--- src/rtl/ocp_hiccup_pkg.sv ---
package ocp_hiccup_pkg;

    typedef enum logic [2:0] {
        ST_OFF,
        ST_SOFTSTART,
        ST_RUN,
        ST_FLT_DISCH,
        ST_FLT_CHARGE
    } hic_state_e;

    typedef struct packed {
        logic hs_off;
        logic ls_on;
        logic ls_off;
        logic disch;
        logic fault;
    } gate_ctl_t;

endpackage

--- src/rtl/ocp_blank_qual.sv ---
module ocp_blank_qual #(
    parameter int BLANK_CYC = 10
) (
    input  logic clk,
    input  logic rst_n,
    input  logic arm_i,
    input  logic sw_high_i,
    input  logic oc_trip_i,
    output logic term_o,
    output logic cycle_end_o,
    output logic trip_seen_o
);
    localparam int BW = $clog2(BLANK_CYC + 2);

    logic sw_prev;
    logic rise;
    logic blank_done;
    logic trip_now;
    logic trip_held;

    assign rise        = sw_high_i & ~sw_prev;
    assign cycle_end_o = ~sw_high_i & sw_prev;

    always_ff @(posedge clk or negedge rst_n) begin
        if (!rst_n) begin
            sw_prev <= 1'b0;
        end else begin
            sw_prev <= sw_high_i;
        end
    end

    generate
        if (BLANK_CYC == 0) begin : g_noblank
            assign blank_done = ~rise;
        end else begin : g_blank
            logic [BW-1:0] blank_cnt;
            always_ff @(posedge clk or negedge rst_n) begin
                if (!rst_n) begin
                    blank_cnt <= '0;
                end else if (rise) begin
                    blank_cnt <= BW'(BLANK_CYC);
                end else if (blank_cnt != '0) begin
                    blank_cnt <= blank_cnt - 1'b1;
                end
            end
            assign blank_done = ~rise & (blank_cnt == '0);
        end
    endgenerate

    assign trip_now = arm_i & sw_high_i & blank_done & oc_trip_i;

    always_ff @(posedge clk or negedge rst_n) begin
        if (!rst_n) begin
            trip_held <= 1'b0;
        end else if (!sw_high_i || !arm_i) begin
            trip_held <= 1'b0;
        end else if (trip_now) begin
            trip_held <= 1'b1;
        end
    end

    assign term_o      = arm_i & (trip_now | trip_held);
    assign trip_seen_o = trip_held;

endmodule

--- src/rtl/ocp_sat_counter.sv ---
module ocp_sat_counter #(
    parameter int CNT_W = 3
) (
    input  logic             clk,
    input  logic             rst_n,
    input  logic             clr_i,
    input  logic             inc_i,
    input  logic             dec_i,
    output logic [CNT_W-1:0] cnt_o,
    output logic             at_max_o,
    output logic             is_one_o
);
    localparam logic [CNT_W-1:0] CNT_MAX = '1;
    localparam logic [CNT_W-1:0] CNT_ONE = CNT_W'(1);

    logic [CNT_W-1:0] cnt_q;

    always_ff @(posedge clk or negedge rst_n) begin
        if (!rst_n) begin
            cnt_q <= '0;
        end else if (clr_i) begin
            cnt_q <= '0;
        end else if (inc_i && !dec_i) begin
            if (cnt_q != CNT_MAX) begin
                cnt_q <= cnt_q + 1'b1;
            end
        end else if (dec_i && !inc_i) begin
            if (cnt_q != '0) begin
                cnt_q <= cnt_q - 1'b1;
            end
        end
    end

    assign cnt_o    = cnt_q;
    assign at_max_o = (cnt_q == CNT_MAX);
    assign is_one_o = (cnt_q == CNT_ONE);

endmodule

--- src/rtl/ocp_hiccup_fsm.sv ---
module ocp_hiccup_fsm
    import ocp_hiccup_pkg::*;
(
    input  logic       clk,
    input  logic       rst_n,
    input  logic       en_i,
    input  logic       ss_done_i,
    input  logic       ss_empty_i,
    input  logic       cycle_end_i,
    input  logic       trip_seen_i,
    input  logic       cnt_at_max_i,
    input  logic       cnt_is_one_i,
    output logic       arm_o,
    output logic       cnt_inc_o,
    output logic       cnt_dec_o,
    output logic       cnt_clr_o,
    output gate_ctl_t  ctl_o
);
    hic_state_e state_q;
    hic_state_e state_d;

    always_ff @(posedge clk or negedge rst_n) begin
        if (!rst_n) begin
            state_q <= ST_OFF;
        end else begin
            state_q <= state_d;
        end
    end

    always_comb begin
        state_d = state_q;
        if (!en_i) begin
            state_d = ST_OFF;
        end else begin
            unique case (state_q)
                ST_OFF: begin
                    state_d = ST_SOFTSTART;
                end
                ST_SOFTSTART: begin
                    if (ss_done_i) begin
                        state_d = ST_RUN;
                    end
                end
                ST_RUN: begin
                    if (cnt_at_max_i) begin
                        state_d = ST_FLT_DISCH;
                    end
                end
                ST_FLT_DISCH: begin
                    if (ss_empty_i) begin
                        state_d = cnt_is_one_i ? ST_SOFTSTART : ST_FLT_CHARGE;
                    end
                end
                ST_FLT_CHARGE: begin
                    if (ss_done_i) begin
                        state_d = ST_FLT_DISCH;
                    end
                end
                default: state_d = ST_OFF;
            endcase
        end
    end

    always_comb begin
        ctl_o     = '0;
        arm_o     = 1'b0;
        cnt_inc_o = 1'b0;
        cnt_dec_o = 1'b0;
        cnt_clr_o = ~en_i;
        unique case (state_q)
            ST_OFF: begin
                ctl_o.hs_off = 1'b1;
                ctl_o.ls_off = 1'b1;
            end
            ST_SOFTSTART: begin
                arm_o = 1'b1;
            end
            ST_RUN: begin
                arm_o     = 1'b1;
                cnt_inc_o = cycle_end_i & trip_seen_i;
                cnt_dec_o = cycle_end_i & ~trip_seen_i;
            end
            ST_FLT_DISCH: begin
                ctl_o.fault  = 1'b1;
                ctl_o.hs_off = 1'b1;
                ctl_o.ls_on  = 1'b1;
                ctl_o.disch  = 1'b1;
                cnt_dec_o    = ss_empty_i;
            end
            ST_FLT_CHARGE: begin
                ctl_o.fault  = 1'b1;
                ctl_o.hs_off = 1'b1;
                ctl_o.ls_on  = 1'b1;
            end
            default: begin
                ctl_o.hs_off = 1'b1;
                ctl_o.ls_off = 1'b1;
            end
        endcase
    end

endmodule

--- src/rtl/ocp_hiccup_seq.sv ---
module ocp_hiccup_seq
    import ocp_hiccup_pkg::*;
#(
    parameter int CNT_W     = 3,
    parameter int BLANK_CYC = 10
) (
    input  logic             clk,
    input  logic             rst_n,
    input  logic             en_i,
    input  logic             sw_high_i,
    input  logic             oc_trip_i,
    input  logic             ss_done_i,
    input  logic             ss_empty_i,
    output logic             pwm_term_o,
    output logic             fault_o,
    output logic             hs_off_o,
    output logic             ls_on_o,
    output logic             ls_off_o,
    output logic             ss_disch_o,
    output logic [CNT_W-1:0] oc_count_o
);
    logic      arm;
    logic      cycle_end;
    logic      trip_seen;
    logic      cnt_inc;
    logic      cnt_dec;
    logic      cnt_clr;
    logic      cnt_at_max;
    logic      cnt_is_one;
    gate_ctl_t ctl;

    ocp_blank_qual #(.BLANK_CYC(BLANK_CYC)) blank_i (
        .clk         (clk),
        .rst_n       (rst_n),
        .arm_i       (arm),
        .sw_high_i   (sw_high_i),
        .oc_trip_i   (oc_trip_i),
        .term_o      (pwm_term_o),
        .cycle_end_o (cycle_end),
        .trip_seen_o (trip_seen)
    );

    ocp_sat_counter #(.CNT_W(CNT_W)) cnt_i (
        .clk      (clk),
        .rst_n    (rst_n),
        .clr_i    (cnt_clr),
        .inc_i    (cnt_inc),
        .dec_i    (cnt_dec),
        .cnt_o    (oc_count_o),
        .at_max_o (cnt_at_max),
        .is_one_o (cnt_is_one)
    );

    ocp_hiccup_fsm fsm_i (
        .clk          (clk),
        .rst_n        (rst_n),
        .en_i         (en_i),
        .ss_done_i    (ss_done_i),
        .ss_empty_i   (ss_empty_i),
        .cycle_end_i  (cycle_end),
        .trip_seen_i  (trip_seen),
        .cnt_at_max_i (cnt_at_max),
        .cnt_is_one_i (cnt_is_one),
        .arm_o        (arm),
        .cnt_inc_o    (cnt_inc),
        .cnt_dec_o    (cnt_dec),
        .cnt_clr_o    (cnt_clr),
        .ctl_o        (ctl)
    );

    assign fault_o    = ctl.fault;
    assign hs_off_o   = ctl.hs_off;
    assign ls_on_o    = ctl.ls_on;
    assign ls_off_o   = ctl.ls_off;
    assign ss_disch_o = ctl.disch;

endmodule

--- config.mk ---
export PLATFORM = sky130hd
export DESIGN_NAME = ocp_hiccup_seq
export DESIGN_NICKNAME = d
export VERILOG_FILES = /design/src/rtl/ocp_hiccup_pkg.sv /design/src/rtl/ocp_blank_qual.sv /design/src/rtl/ocp_sat_counter.sv /design/src/rtl/ocp_hiccup_fsm.sv /design/src/rtl/ocp_hiccup_seq.sv
export SDC_FILE = /design/constraint.sdc
export NUM_CORES = 1
export LEC_CHECK = 0
export ABC_AREA = 1
export BUFFER_PORTS_ARGS = -buffer_cell sky130_fd_sc_hd__clkbuf_2
export CAP_MARGIN = 25
export CELL_PAD_IN_SITES_DETAIL_PLACEMENT = 1
export CELL_PAD_IN_SITES_GLOBAL_PLACEMENT = 2
export CORE_MARGIN = 5
export CORE_UTILIZATION = 27
export DETAILED_ROUTE_END_ITERATION = 10
export PLACE_DENSITY_LB_ADDON = 0.1
export SKIP_LAST_GASP = 1
export SYNTH_ARGS = -nofsm -noshare
export SYNTH_HDL_FRONTEND = slang
export SYNTH_HIERARCHICAL = 1
export SYNTH_SLANG_ARGS = --single-unit
--- constraint.sdc ---
create_clock -name clk -period 1.3 [get_ports clk]
set_input_delay 0.325 -clock clk [delete_from_list [all_inputs] [get_ports clk]]
set_output_delay 0.325 -clock clk [all_outputs]
set_load 0.01 [all_outputs]
# == Yosys cells after proc, flatten, opt, wreduce, memory -nomap -nowiden ==
# Cells that the tools add are included.
# classes
addsub,3
eq_ne,14
n_mux,23
bitwise_logic,14
reduce_logical,18
# op_table
operator,n
$mux W3,11
$ne A3 B3 Y1 const B,6
$pmux W3 S5,1
$and A1 B1 Y1,9
$mux W1,8
$mux W4,2
$eq A3 B1 Y1 const B,2
$eq A3 B2 Y1 const B,2
$eq A3 B3 Y1 const B,2
$ne A3 B1 Y1 const B,2
$logic_not A1 Y1,4
$logic_not A4 Y1,1
$not A1 Y1,4
$reduce_and A4 Y1,1
$reduce_bool A2 Y1,2
$reduce_bool A4 Y1,1
$reduce_or A2 Y1,2
$reduce_or A4 Y1,1
$sub A4 B1 Y4 const B,1
$add A3 B1 Y3 const B,1
$logic_not A3 Y1,1
$reduce_and A3 Y1,1
$reduce_bool A3 Y1,1
$sub A3 B1 Y3 const B,1
other kinds (4),5
# totals
reg_bits,12
output_inout_bits,9
wordCells,77

# == Longest topological paths before layout ==
# Gate-level depths: netlist of run 1.
# depth
word_depth,9
ltp_mapped,10

# == Cells and area by module ==
# Netlist of run 1, hierarchy kept.
# modules_own_cells
module,n_inst,cells_per_inst,area_each_um2,seq_area_each_um2
ocp_blank_qual,1,39,334.1,150.1
ocp_sat_counter,1,41,291.5,75.1
ocp_hiccup_fsm,1,51,289.0,75.1

# == Worst setup path before layout of run 1 ==
# OpenSTA, ideal clock, no wires.
# synth_path
path_kind,reg2out
start,reg fsm_i.state_q[2]
end,out pwm_term_o
arrival_ps,1193
setup_slack_ps,-218
stages_incl_launch_ff,8
n_path_buf,0
cell_sequence,dfrtp_1 > inv_1 > nand3_1 > nand2_1 > nand2_2 > nor2_2 > nand3_2 > a21oi_1
# synth_via
elab_chain_cells,8
elab_cells_between_ends,9
cone_classes,eq/ne (2); mux (1); bitwise (5); reduce/logical (1)
# synth_rtl
element,line_no,text
start: declaration,ocp_hiccup_fsm.sv:19,hic_state_e state_q;
start signal: assignment,ocp_hiccup_fsm.sv:26,state_q <= state_d;
$eq A3 B1 Y1 or $eq A3 B2 Y1 (tied branches),ocp_hiccup_fsm.sv:70,unique case (state_q)
$reduce_or A2 Y1 (no source line) (*),--,
$mux W1 (*),ocp_hiccup_fsm.sv:70,
named net arm,ocp_hiccup_seq.sv:22,logic arm;
$and A1 B1 Y1 (3 in series),ocp_blank_qual.sv:50,assign trip_now = arm_i & sw_high_i & blank_done & oc_trip_i;
$or A1 B1 Y1,ocp_blank_qual.sv:62,assign term_o = arm_i & (trip_now | trip_held);
$and A1 B1 Y1 (*),ocp_blank_qual.sv:62,
end: declaration,ocp_hiccup_seq.sv:14,"output logic pwm_term_o,"
# The timed path passes the listed nets; every way through them passes the cells marked *.

# == Worst setup path in the final report of run 1 ==
# layout_path
start,reg fsm_i.state_q[2]
end,out ss_disch_o
# layout_via
elab_chain_cells,2
# layout_rtl
element,line_no,text
$eq A3 B2 Y1,ocp_hiccup_fsm.sv:70,
$mux W1,ocp_hiccup_fsm.sv:70,
end: declaration,ocp_hiccup_seq.sv:19,"output logic ss_disch_o,"
# No other way between the ends.

==> results of run 1 <==
[cell usage after synthesis]
cell type and n:
sky130_fd_sc_hd__ha_1 7, sky130_fd_sc_hd__o211ai_1 1, sky130_fd_sc_hd__nand2_1 26, sky130_fd_sc_hd__o21ai_1 1, sky130_fd_sc_hd__nand3_2 3, sky130_fd_sc_hd__nor2_2 4
sky130_fd_sc_hd__nand4_1 3, sky130_fd_sc_hd__nor3_1 1, sky130_fd_sc_hd__o21ai_0 3, sky130_fd_sc_hd__xnor2_1 1, sky130_fd_sc_hd__a21oi_1 4, sky130_fd_sc_hd__buf_4 1
sky130_fd_sc_hd__nor2_4 1, sky130_fd_sc_hd__inv_2 3, sky130_fd_sc_hd__nand3_1 13, sky130_fd_sc_hd__or2_0 1, sky130_fd_sc_hd__nand2_2 7, sky130_fd_sc_hd__o22ai_1 1
sky130_fd_sc_hd__nor2_1 12, sky130_fd_sc_hd__dfrtp_1 12, sky130_fd_sc_hd__inv_1 26
[stage by stage]
stage	TNS [ns]	setup slack [ns]
3_3_place_gp	-1.23	-0.197
4_1_cts	-3.81	-0.488
2_1_floorplan	-0.165	-0.119
5_1_grt	-5.81	-0.609
6_report	-4.62	-0.467
3_5_place_dp	-1.42	-0.240
[timing repair]
action                                  in CTS  in global routing
buffers inserted                             9                 11
pin swaps                                   12                 12
gates resized for setup                     28                 30
endpoints found under the setup margin      13                 17
endpoints found under the hold margin       12                  0
hold buffers                                 1                  0
[metal layers]
metal	GRT usage	wire length (um)
met3	0.0213	68
met5	0	0
met1	0.154	1250
met4	0.0546	14
met2	0.232	1530
[logic make-up after synthesis]
| family | share of synthesized area |
|---|---|
| AO/OA/AOI/OAI | 0.0588 |
| flip-flops | 0.328 |
| buffers and inverters | 0.127 |
| AND/OR/NAND/NOR | 0.380 |
| adder cells (fa/ha/maj) | 0.0958 |
| XOR/XNOR | 0.00958 |
[worst min path at each step]
stage,to,depth (start not counted),from
4_1_cts,blank_i/sw_prev,2,sw_high_i
6_report,blank_i/sw_prev,2,sw_high_i
3_5_place_dp,blank_i/trip_seen_o,1,rst_n
3_3_place_gp,blank_i/trip_seen_o,1,rst_n
2_1_floorplan,blank_i/g_blank.blank_cnt[0],0,rst_n
5_1_grt,blank_i/sw_prev,2,sw_high_i
[registers in the layout, summed over array words and instances (netlist names)]
| name | count |
|---|---|
| cnt_i/cnt_o | 3 |
| blank_i/trip_seen_o | 1 |
| blank_i/sw_prev | 1 |
| fsm_i/state_q | 3 |
| blank_i/g_blank.blank_cnt | 4 |
[final cells by class]
cell class              count  area share
well taps                  46      0.0365
clock buffers               3      0.0143
flip-flops and latches     12       0.194
inverters                  29      0.0691
repair buffers             57       0.288
multi-input cells          89       0.398
[power by group]
part	total, uW	switching (uW)	internal (uW)
combinational	1920	896	1020
clock	230	123	107
sequential	637	134	503
total	2780	1150	1630
==> PnR_summary.wiki, run 1 <==
{| class="wikitable"
! Metric !! Value
|-
| Clock Pin Slew Worst Setup and Hold Paths || 0.07 ns
|-
| Total DRC errors in the routed layout || 0
|-
| Highest attainable clock frequency || 566 MHz
|-
| Least-Margin Pin Slew || 0.326 ns
|-
| Count of synthesis-stage warnings from yosys || 6
|-
| Number of max-slew violations in the final report || 0
|-
| HPWL after DPL || 1970 um
|-
| Vias in the first global route || 1,083
|-
| Number of buffers and inverters on the critical path || 7
|-
| Max-Cap Viols || 0
|-
| Synthesized area || 915 um2
|-
| Sinks on the clock net || 12
|-
| Drt pass-1 iters || 3
|-
| Worst-case clock buffer depth || 2
|-
| Post-route non-filler standard cell count || 236
|-
| Worst-path cell chain || inv_2 -> buf_4 -> buf_6 -> nand3_4 -> buf_6 -> buf_4 -> inv_2 -> buf_6
|-
| Final hold viol count || 0
|-
| Main area contributors after synthesis || sky130_fd_sc_hd__dfrtp_1 33%, sky130_fd_sc_hd__inv_1 11%, sky130_fd_sc_hd__nand2_1 11%
|-
| Number of cells on the critical path || 8
|-
| Worst R2R Setup Slack || -0.45 ns
|-
| Critical path launch point || fsm_i/state_q[2]
|-
| Area of the core || ~0.0033 mm2
|-
| Run status || finished, violations left
|-
| Final setup violating endpoints || 12
|-
| Critical Setup Path Class || reg2out
|-
| Syn Inst Count || 131
|-
| Startpoint of the worst register-to-register path || fsm_i/state_q[0]
|-
| Share of the core filled with cells in the final layout || 0.476
|-
| Most common cell after layout, fill and taps aside || sky130_fd_sc_hd__buf_4
|-
| Number of violations reported at the end of detailed-routing iteration 0 || 32
|-
| Fraction of final layout cells with drive strength greater than 1 || 0.563
|-
| Post-route clock skew || 0.00229 ns
|-
| Total routing resource utilization after global routing || 0.131
|-
| Number of fill cells || 429
|-
| Endpoint of the worst-slack reg-to-reg timing path || cnt_i/cnt_o[2]
|-
| Starting utilization of the core area || 0.276
|-
| Grt total ovfl || 0
|-
| Total detailed-routing wirelength || 2870 um
|-
| Clk Tree Root Cell || sky130_fd_sc_hd__clkbuf_4
|-
| Antenna violations before repair || 0
|-
| Leading cell types in the layout, fill and taps excluded || 33 x sky130_fd_sc_hd__buf_4, 22 x sky130_fd_sc_hd__nand2_1, 21 x sky130_fd_sc_hd__inv_1
|-
| Htree depth || 1
|-
| Data required time of the worst path || between 0.9 and 1 ns
|-
| Final #Nets || 206
|-
| Worst Hold Class || in2reg
|-
| Number of flip-flops and latches in the synthesized netlist || 12
|-
| Placed insts || ~210
|-
| Slew headroom || 0.783
|-
| Area of combinational cells with multiple inputs || 627 um2
|-
| Post-Syn Area per Cell || 6.98 um2
|-
| Min setup slack post-route || -0.467 ns
|-
| Fin area || 0.00158 mm2
|-
| Overall via count from detail_route || approximately 1,000
|-
| TritonCTS clock tree || yes
|-
| Chip Height || 68.2 um
|-
| Register Area || 305 um2
|-
| PwrDens || 1770 mW/mm2
|-
| TritonCTS buffer count || 3
|-
| Cell row count || 21
|-
| Worst skew pair latency || 0.27 ns
|-
| Global-route wire length before repair || 4570 um
|-
| Net count after synthesis || around 150
|-
| Count of buffers from port buffering || 15
|-
| Violations in the final reports || setup timing
|-
| Static Leak || 0.000809 uW
|-
| Worst path slowest cell || sky130_fd_sc_hd__dfrtp_1
|-
| Final estimated routing congestion in global placement || 0.812
|-
| Depth of the worst register-to-register path || 13
|-
| RSZ-0062 raised after global routing || true
|-
| Endpoint of the worst setup timing path || ss_disch_o
|-
| Total Power || 2780 uW
|-
| Fraction of the yosys area taken by sequential cells || 0.328
|-
| Most prevalent standard cell on the critical path || sky130_fd_sc_hd__buf_6
|-
| Routed wirelength normalized by instance count || between 10 and 15 um
|-
| Pin count of the biggest net entering global routing || 13
|-
| Post-DRT Antenna Nets || 0
|-
| Crit Path Max Fanout || 3
|-
| Critical Path Start Type || register
|-
| Placed instance area || 0.00123 mm2
|-
| Area added between synthesis and finish || 72.2%
|-
| CP peak stage delay || roughly 0.39 ns
|-
| Yosys top cell area share || 0.328
|-
| Number of top-level pins || 16
|-
| Arrival time of the worst setup path || 1.44 ns
|-
| Post-synth cell types || 21
|-
| Vias per std cell || roughly 4.2
|-
| IR Drop Worst-Case VDD || 0.783 mV
|-
| Fraction of the cycle the final worst path needs || 1.36
|-
| Count of inserted antenna diode cells || 0
|-
| Family with the most delay on the worst path || buffers and inverters
|-
| Final worst path period need || 1.77 ns
|-
| Die outline area || 0.00465 mm2
|-
| Kind of capture point of the worst setup path || output pin
|-
| Biggest area consumer among synthesized cells || sky130_fd_sc_hd__dfrtp_1
|-
| Die span in x || 68.2 um
|-
| Hold_ws || between 0.2 and 0.3 ns
|}
(Power assumes the default switching activity.)
==> inputs of run 2 (changes only) <==
- CORE_ASPECT_RATIO: unset -> 0.7
- HOLD_SLACK_MARGIN: unset -> 0.1
==> run 2 against run 1 <==
  * The flow still finishes with violations (setup timing)
  * Via count is 1.9% higher
  * First-iteration DRC count shrank 19%
  * Final area up 2.5%
  * Fmax is 0.86% lower
  * Combinational power about the same
  * Sequential power hardly changed
  * Sequential share of layout area down 0.56 points
  * Wire length is 6.8% higher
  * Critical path type unchanged
  * Highest routed layer unchanged
==> PnR_summary.wiki, run 2 (synthesis gave the netlist of run 1 again) <==
{| class="wikitable"
! Metric !! Value
|-
| Run status || finished, violations left
|-
| Violations in the final reports || setup timing
|-
| Total DRC errors in the routed layout || 0
|-
| Total routing resource utilization after global routing || 0.123
|-
| Arrival time of the worst setup path || 1.46 ns
|-
| Count of inserted antenna diode cells || 0
|-
| Register Area || 304 um2
|-
| TritonCTS buffer count || 3
|-
| PwrDens || 1870 mW/mm2
|-
| Kind of capture point of the worst setup path || output pin
|-
| Global-route wire length before repair || 4500 um
|-
| Antenna violations before repair || 0
|-
| Die outline area || 0.00467 mm2
|-
| Largest register by flop count || blank_i/g_blank.blank_cnt
|-
| Critical Path Start Type || register
|-
| Leading cell types in the layout, fill and taps excluded || 29 x sky130_fd_sc_hd__buf_4, 22 x sky130_fd_sc_hd__nand2_1, 21 x sky130_fd_sc_hd__inv_1
|-
| Worst Hold Class || in2reg
|-
| Clock Pin Slew Worst Setup and Hold Paths || 0.06 ns
|-
| Clock network fraction of total power || 0.145
|-
| Final estimated routing congestion in global placement || 0.786
|-
| Vias per std cell || 4.31
|-
| Least-Margin Pin Slew || 0.342 ns
|-
| Fraction of final layout cells with drive strength greater than 1 || 0.553
|-
| Slew headroom || 0.772
|-
| Chip Height || slightly below 60 um
|-
| Net switching fraction of the power || 0.415
|-
| Number of violations reported at the end of detailed-routing iteration 0 || 26
|-
| Fraction of the cycle the final worst path needs || 1.37
|-
| Grt total ovfl || 0
|-
| Sinks on the clock net || 12
|-
| Post-DRT Antenna Nets || 0
|-
| Highest attainable clock frequency || between 500 and 600 MHz
|-
| Critical path launch point || fsm_i/state_q[2]
|-
| Number of fill cells || 400
|-
| Startpoint of the worst register-to-register path || fsm_i/state_q[2]
|-
| Worst skew pair latency || 0.25 ns
|-
| Combinational share of power || 0.644
|-
| Fin area || 0.00162 mm2
|-
| Worst Hold Launch || sw_high_i
|-
| Routed wirelength normalized by instance count || 13.0 um
|-
| Crit Path Max Fanout || 3
|-
| Sequential share of power || 0.211
|-
| Final #Nets || about 200
|-
| Area of combinational cells with multiple inputs || ~670 um2
|-
| Final hold viol count || 0
|-
| TritonCTS clock tree || yes
|-
| Drt pass-1 iters || 4
|-
| Hold_ws || 0.319 ns
|-
| Max-Cap Viols || 0
|-
| Final worst path period need || 1.78 ns
|-
| Final setup violating endpoints || 12
|-
| Die span in x || between 70 and 80 um
|-
| Area of the core || 0.00321 mm2
|-
| Overall via count from detail_route || 1,014
|-
| Pin count of the biggest net entering global routing || 13
|-
| Switching power || roughly 1300 uW
|-
| Post-route non-filler standard cell count || ~240
|-
| Number of flip-flops under the largest register name || 4
|-
| Worst-case clock buffer depth || 2
|-
| Vias in the first global route || 989
|-
| Total detailed-routing wirelength || 3060 um
|-
| IR Drop Worst-Case VDD || just over 0.7 mV
|-
| Static Leak || 0.000818 uW
|-
| Data required time of the worst path || 0.98 ns
|-
| Cell row count || 17
|-
| Htree depth || 1
|-
| Most common cell after layout, fill and taps aside || sky130_fd_sc_hd__buf_4
|-
| HPWL after DPL || 1970 um
|-
| P_int || 1760 uW
|-
| Number of top-level pins || 16
|-
| Number of max-slew violations in the final report || 0
|-
| RSZ-0062 raised after global routing || true
|-
| Placed insts || 212
|-
| Post-route clock skew || 0.00314 ns
|-
| Total Power || roughly 3000 uW
|-
| Count of buffers from port buffering || 15
|-
| Placed instance area || 0.00120 mm2
|-
| Total negative setup slack || -3.93 ns
|-
| Starting utilization of the core area || 0.285
|-
| Area added between synthesis and finish || 76.6%
|-
| Clk Tree Root Cell || sky130_fd_sc_hd__clkbuf_8
|-
| Min setup slack post-route || -0.482 ns
|-
| Critical Setup Path Class || reg2out
|}
[run 2: cell count changes in the layout (fill, tap and decap cells not counted), moves of 3 or more]
cell and delta:
sky130_fd_sc_hd__buf_4 -4, sky130_fd_sc_hd__clkbuf_8 +4, sky130_fd_sc_hd__clkbuf_4 -3, sky130_fd_sc_hd__nor2_4 +3
sky130_fd_sc_hd__nand3_2 -4, sky130_fd_sc_hd__clkbuf_2 +3, sky130_fd_sc_hd__nand3_1 +3
[run 2: layout make-up]
cell class,instances,share of cell area
multi-input combinational,89,0.414
timing repair buffer,54,0.258
sequential,12,0.188
inverter,29,0.0689
tap,47,0.0364
clock buffer,4,0.0341
[run 2: through the flow]
step	setup slack, ns	utilization
finish	-0.482	0.503
global route	-0.577	0.503
CTS	-0.479	0.427
detailed placement	-0.275	0.375
global placement	-0.215	0.375
floorplan	-0.119	-
[run 2: worst max-delay path: stages (launching register included)]
cell and delay (ns):
sky130_fd_sc_hd__dfrtp_1 0.40, sky130_fd_sc_hd__inv_2 0.13, sky130_fd_sc_hd__nand3_4 0.10, sky130_fd_sc_hd__nand2_4 0.09, sky130_fd_sc_hd__nand2_2 0.05, sky130_fd_sc_hd__nor2_2 0.08, sky130_fd_sc_hd__nand3_2 0.08, sky130_fd_sc_hd__a21oi_2 0.13
sky130_fd_sc_hd__buf_2 0.13
[run 2: power by group through the flow]
| stage | combinational, uW | clock [uW] | sequential (uW) |
|---|---|---|---|
| final | 1940 | 437 | 638 |
| after global routing | 2160 | 466 | 651 |
| after CTS | 1510 | 444 | 612 |
| after detailed placement | 1310 | 0 | 619 |
| after global placement | 1270 | 0 | 607 |
| after floorplan | 722 | 0 | 621 |
[run 2: path summary, 6_finish.rpt]
check / depth (start not counted) / endpoint / slack, ns
setup reg to reg: 12 / cnt_i/cnt_o[2] / -0.41
hold reg to reg: 2 / blank_i/g_blank.blank_cnt[3] / 0.59
max in group asynchronous: 2 / fsm_i/state_q[1] / 0.53
hold / removal: 2 / blank_i/sw_prev / 0.32
min in group asynchronous: 2 / blank_i/g_blank.blank_cnt[3] / 0.51
setup / recovery: 8 / pwm_term_o / -0.48
[run 2: routing by layer]
| metal | routed length, um | vias to the layer above | GRT usage |
|---|---|---|---|
| li1 | - | 523 | - |
| met1 | 1290 | 471 | 0.149 |
| met2 | 1630 | 12 | 0.220 |
| met3 | 55 | 8 | 0.0321 |
| met4 | 82 | 0 | 0.0294 |
| met5 | 0 | - | 0 |
[run 2: what timing repair did]
item	4_1_cts	5_1_grt
gates resized for setup	12	48
hold endpoints to repair	12	0
hold buffers	1	0
pin swaps	6	16
endpoints found under the setup margin	12	15
setup buffers	8	13
==> inputs of run 3 (changes only) <==
- clock period: 1.3 -> 1.6 ns (I/O delays scaled with it)
==> run 3 against run 2 <==
  * Largest power group unchanged
  * Critical path type unchanged
  * Critical endpoint unchanged
  * Wire length decreased by 18%
  * Highest routed layer is now met3
  * Die area unchanged
  * The flow still finishes with violations (setup timing)
  * Clock skew about the same
==> PnR_summary.wiki, run 3 (synthesis gave the netlist of run 1 again) <==
{| class="wikitable"
! Metric !! Value
|-
| IR Drop Worst-Case VDD || 0.652 mV
|-
| Chip Height || 58.7 um
|-
| Worst skew pair latency || 0.24 ns
|-
| Clk Tree Root Cell || sky130_fd_sc_hd__clkbuf_8
|-
| Clock Pin Slew Worst Setup and Hold Paths || 0.06 ns
|-
| RSZ-0062 raised after global routing || true
|-
| Die outline area || 0.00467 mm2
|-
| Vias in the first global route || 961
|-
| Routed wirelength normalized by instance count || 11.6 um
|-
| Slew headroom || 0.773
|-
| Total routing resource utilization after global routing || 0.119
|-
| Pin count of the biggest net entering global routing || 13
|-
| Worst-case clock buffer depth || 2
|-
| Die span in x || roughly 80 um
|-
| Violations in the final reports || setup timing
|-
| Antenna violations before repair || 0
|-
| Most common cell after layout, fill and taps aside || sky130_fd_sc_hd__inv_1
|-
| Depth of the worst register-to-register path || 10
|-
| Startpoint of the worst register-to-register path || fsm_i/state_q[2]
|-
| Post-DRT Antenna Nets || 0
|-
| HPWL after DPL || 1960 um
|-
| Area added between synthesis and finish || 47.9%
|-
| Number of max-slew violations in the final report || 0
|-
| Number of top-level pins || 16
|-
| Count of buffers from port buffering || 15
|-
| Worst hold endpoint || blank_i/sw_prev
|-
| Hold_ws || 0.321 ns
|-
| Area of combinational cells with multiple inputs || 593 um2
|-
| Critical Setup Path Class || reg2out
|-
| Met2 routing resource usage after global routing || 0.200
|-
| Routing layer with the top usage in global route || met2
|-
| TritonCTS clock tree || yes
|-
| Final worst path period need || between 1.5 and 2 ns
|-
| Data required time of the worst path || around 1.2 ns
|-
| Total negative setup slack || -0.582 ns
|-
| Grt total ovfl || 0
|-
| Number of violations reported at the end of detailed-routing iteration 0 || 25
|-
| Endpoint of the worst-slack reg-to-reg timing path || cnt_i/cnt_o[2]
|-
| Worst R2R Setup Slack || 0.05 ns
|-
| Htree depth || 1
|-
| Leading cell types in the layout, fill and taps excluded || 24 x sky130_fd_sc_hd__inv_1, 22 x sky130_fd_sc_hd__nand2_1, 17 x sky130_fd_sc_hd__buf_4
|-
| Number of fill cells || 413
|-
| Vias per std cell || 4.29
|-
| Crit Path Max Fanout || 4
|-
| Starting utilization of the core area || 0.285
|-
| Worst Hold Class || in2reg
|-
| Highest attainable clock frequency || about 530 MHz
|-
| Static Leak || 0.000702 uW
|-
| Global-route wire length before repair || between 4000 and 5000 um
|-
| Cell row count || 17
|-
| Placed instance area || 0.00115 mm2
|-
| Total detailed-routing wirelength || approximately 2500 um
|-
| Fin area || ~0.0014 mm2
|-
| Largest register by flop count || blank_i/g_blank.blank_cnt
|-
| Post-route clock skew || 0.00267 ns
|-
| Fraction of the cycle the final worst path needs || 1.17
|-
| Final estimated routing congestion in global placement || 0.777
|-
| Register Area || slightly above 300 um2
|-
| Area of the core || between 0.003 and 0.004 mm2
|-
| Overall via count from detail_route || 927
|-
| Worst Hold Depth || 1
|-
| Count of inserted antenna diode cells || 0
|-
| TritonCTS buffer count || 3
|-
| Least-Margin Pin Slew || 0.340 ns
|-
| Final #Nets || 184
|-
| Met1 global-route usage || 0.159
|-
| Critical Path Start Type || register
|-
| Run status || finished, violations left
|-
| Kind of capture point of the worst setup path || output pin
|-
| Min setup slack post-route || -0.273 ns
|-
| Share of the core filled with cells in the final layout || 0.421
|-
| PwrDens || 1510 mW/mm2
|-
| Final hold viol count || 0
|-
| Max-Cap Viols || 0
|-
| Arrival time of the worst setup path || ~1.5 ns
|-
| Drt pass-1 iters || 4
|-
| Final setup violating endpoints || 5
|-
| Worst Hold Launch || sw_high_i
|-
| Total DRC errors in the routed layout || 0
|-
| Global-route met3 utilization || 0.0367
|-
| Number of flip-flops under the largest register name || 4
|-
| Sinks on the clock net || 12
|-
| Fraction of final layout cells with drive strength greater than 1 || 0.432
|}
==> run 3: worst max path at each step <==
stage | from | end | slack [ns] | cells after the start
after floorplan | fsm_i/state_q[2] | pwm_term_o | 0.007 | 7
after global placement | fsm_i/state_q[2] | pwm_term_o | -0.01 | 8
after detailed placement | fsm_i/state_q[2] | pwm_term_o | -0.10 | 8
after CTS | fsm_i/state_q[0] | pwm_term_o | -0.29 | 8
after global routing | fsm_i/state_q[2] | pwm_term_o | -0.37 | 8
final | fsm_i/state_q[2] | pwm_term_o | -0.27 | 8
==> run 3: worst max-delay path, cell delays in order, from the launching register on <==
cell,delay [ns]
sky130_fd_sc_hd__dfrtp_1,0.40
sky130_fd_sc_hd__inv_2,0.13
sky130_fd_sc_hd__nand3_4,0.10
sky130_fd_sc_hd__nand2_4,0.09
sky130_fd_sc_hd__nand2_2,0.06
sky130_fd_sc_hd__nor2_2,0.10
sky130_fd_sc_hd__nand3_2,0.10
sky130_fd_sc_hd__a21oi_2,0.11
sky130_fd_sc_hd__buf_2,0.13
==> run 3: cell type report <==
type,count,area share
clock buffers,4,0.0407
inverters,29,0.0805
multi-input cells,89,0.438
flip-flops and latches,12,0.223
well taps,47,0.0435
repair buffers,35,0.174
==> run 3: power breakdown <==
part	internal [uW]	leakage, uW	switching [uW]
clock	218	0.0000288	125
sequential	404	0.000148	112
combinational	553	0.000525	632
total	1170	0.000702	869
==> run 3: through the flow <==
step | setup WS (ns) | instances | power [uW]
finish | -0.273 | 216 | 2040
global route | -0.374 | 216 | 2250
CTS | -0.286 | 215 | 2000
detailed placement | -0.104 | 206 | 1500
global placement | -0.0107 | 206 | 1460
floorplan | 0.00719 | 131 | 1070
==> run 3: metal layers <==
metal / vias up / wire length, um
met5: - / 0
li1: 479 / -
met3: 0 / 56
met2: 6 / 1260
met4: 0 / 0
met1: 442 / 1200
==> run 3: repair_timing <==
item,CTS,global route
pin swaps,2,5
endpoints found under the hold margin,12,0
setup buffers,5,2
setup endpoints to repair,5,10
hold buffers,1,0
gates resized for setup,13,17
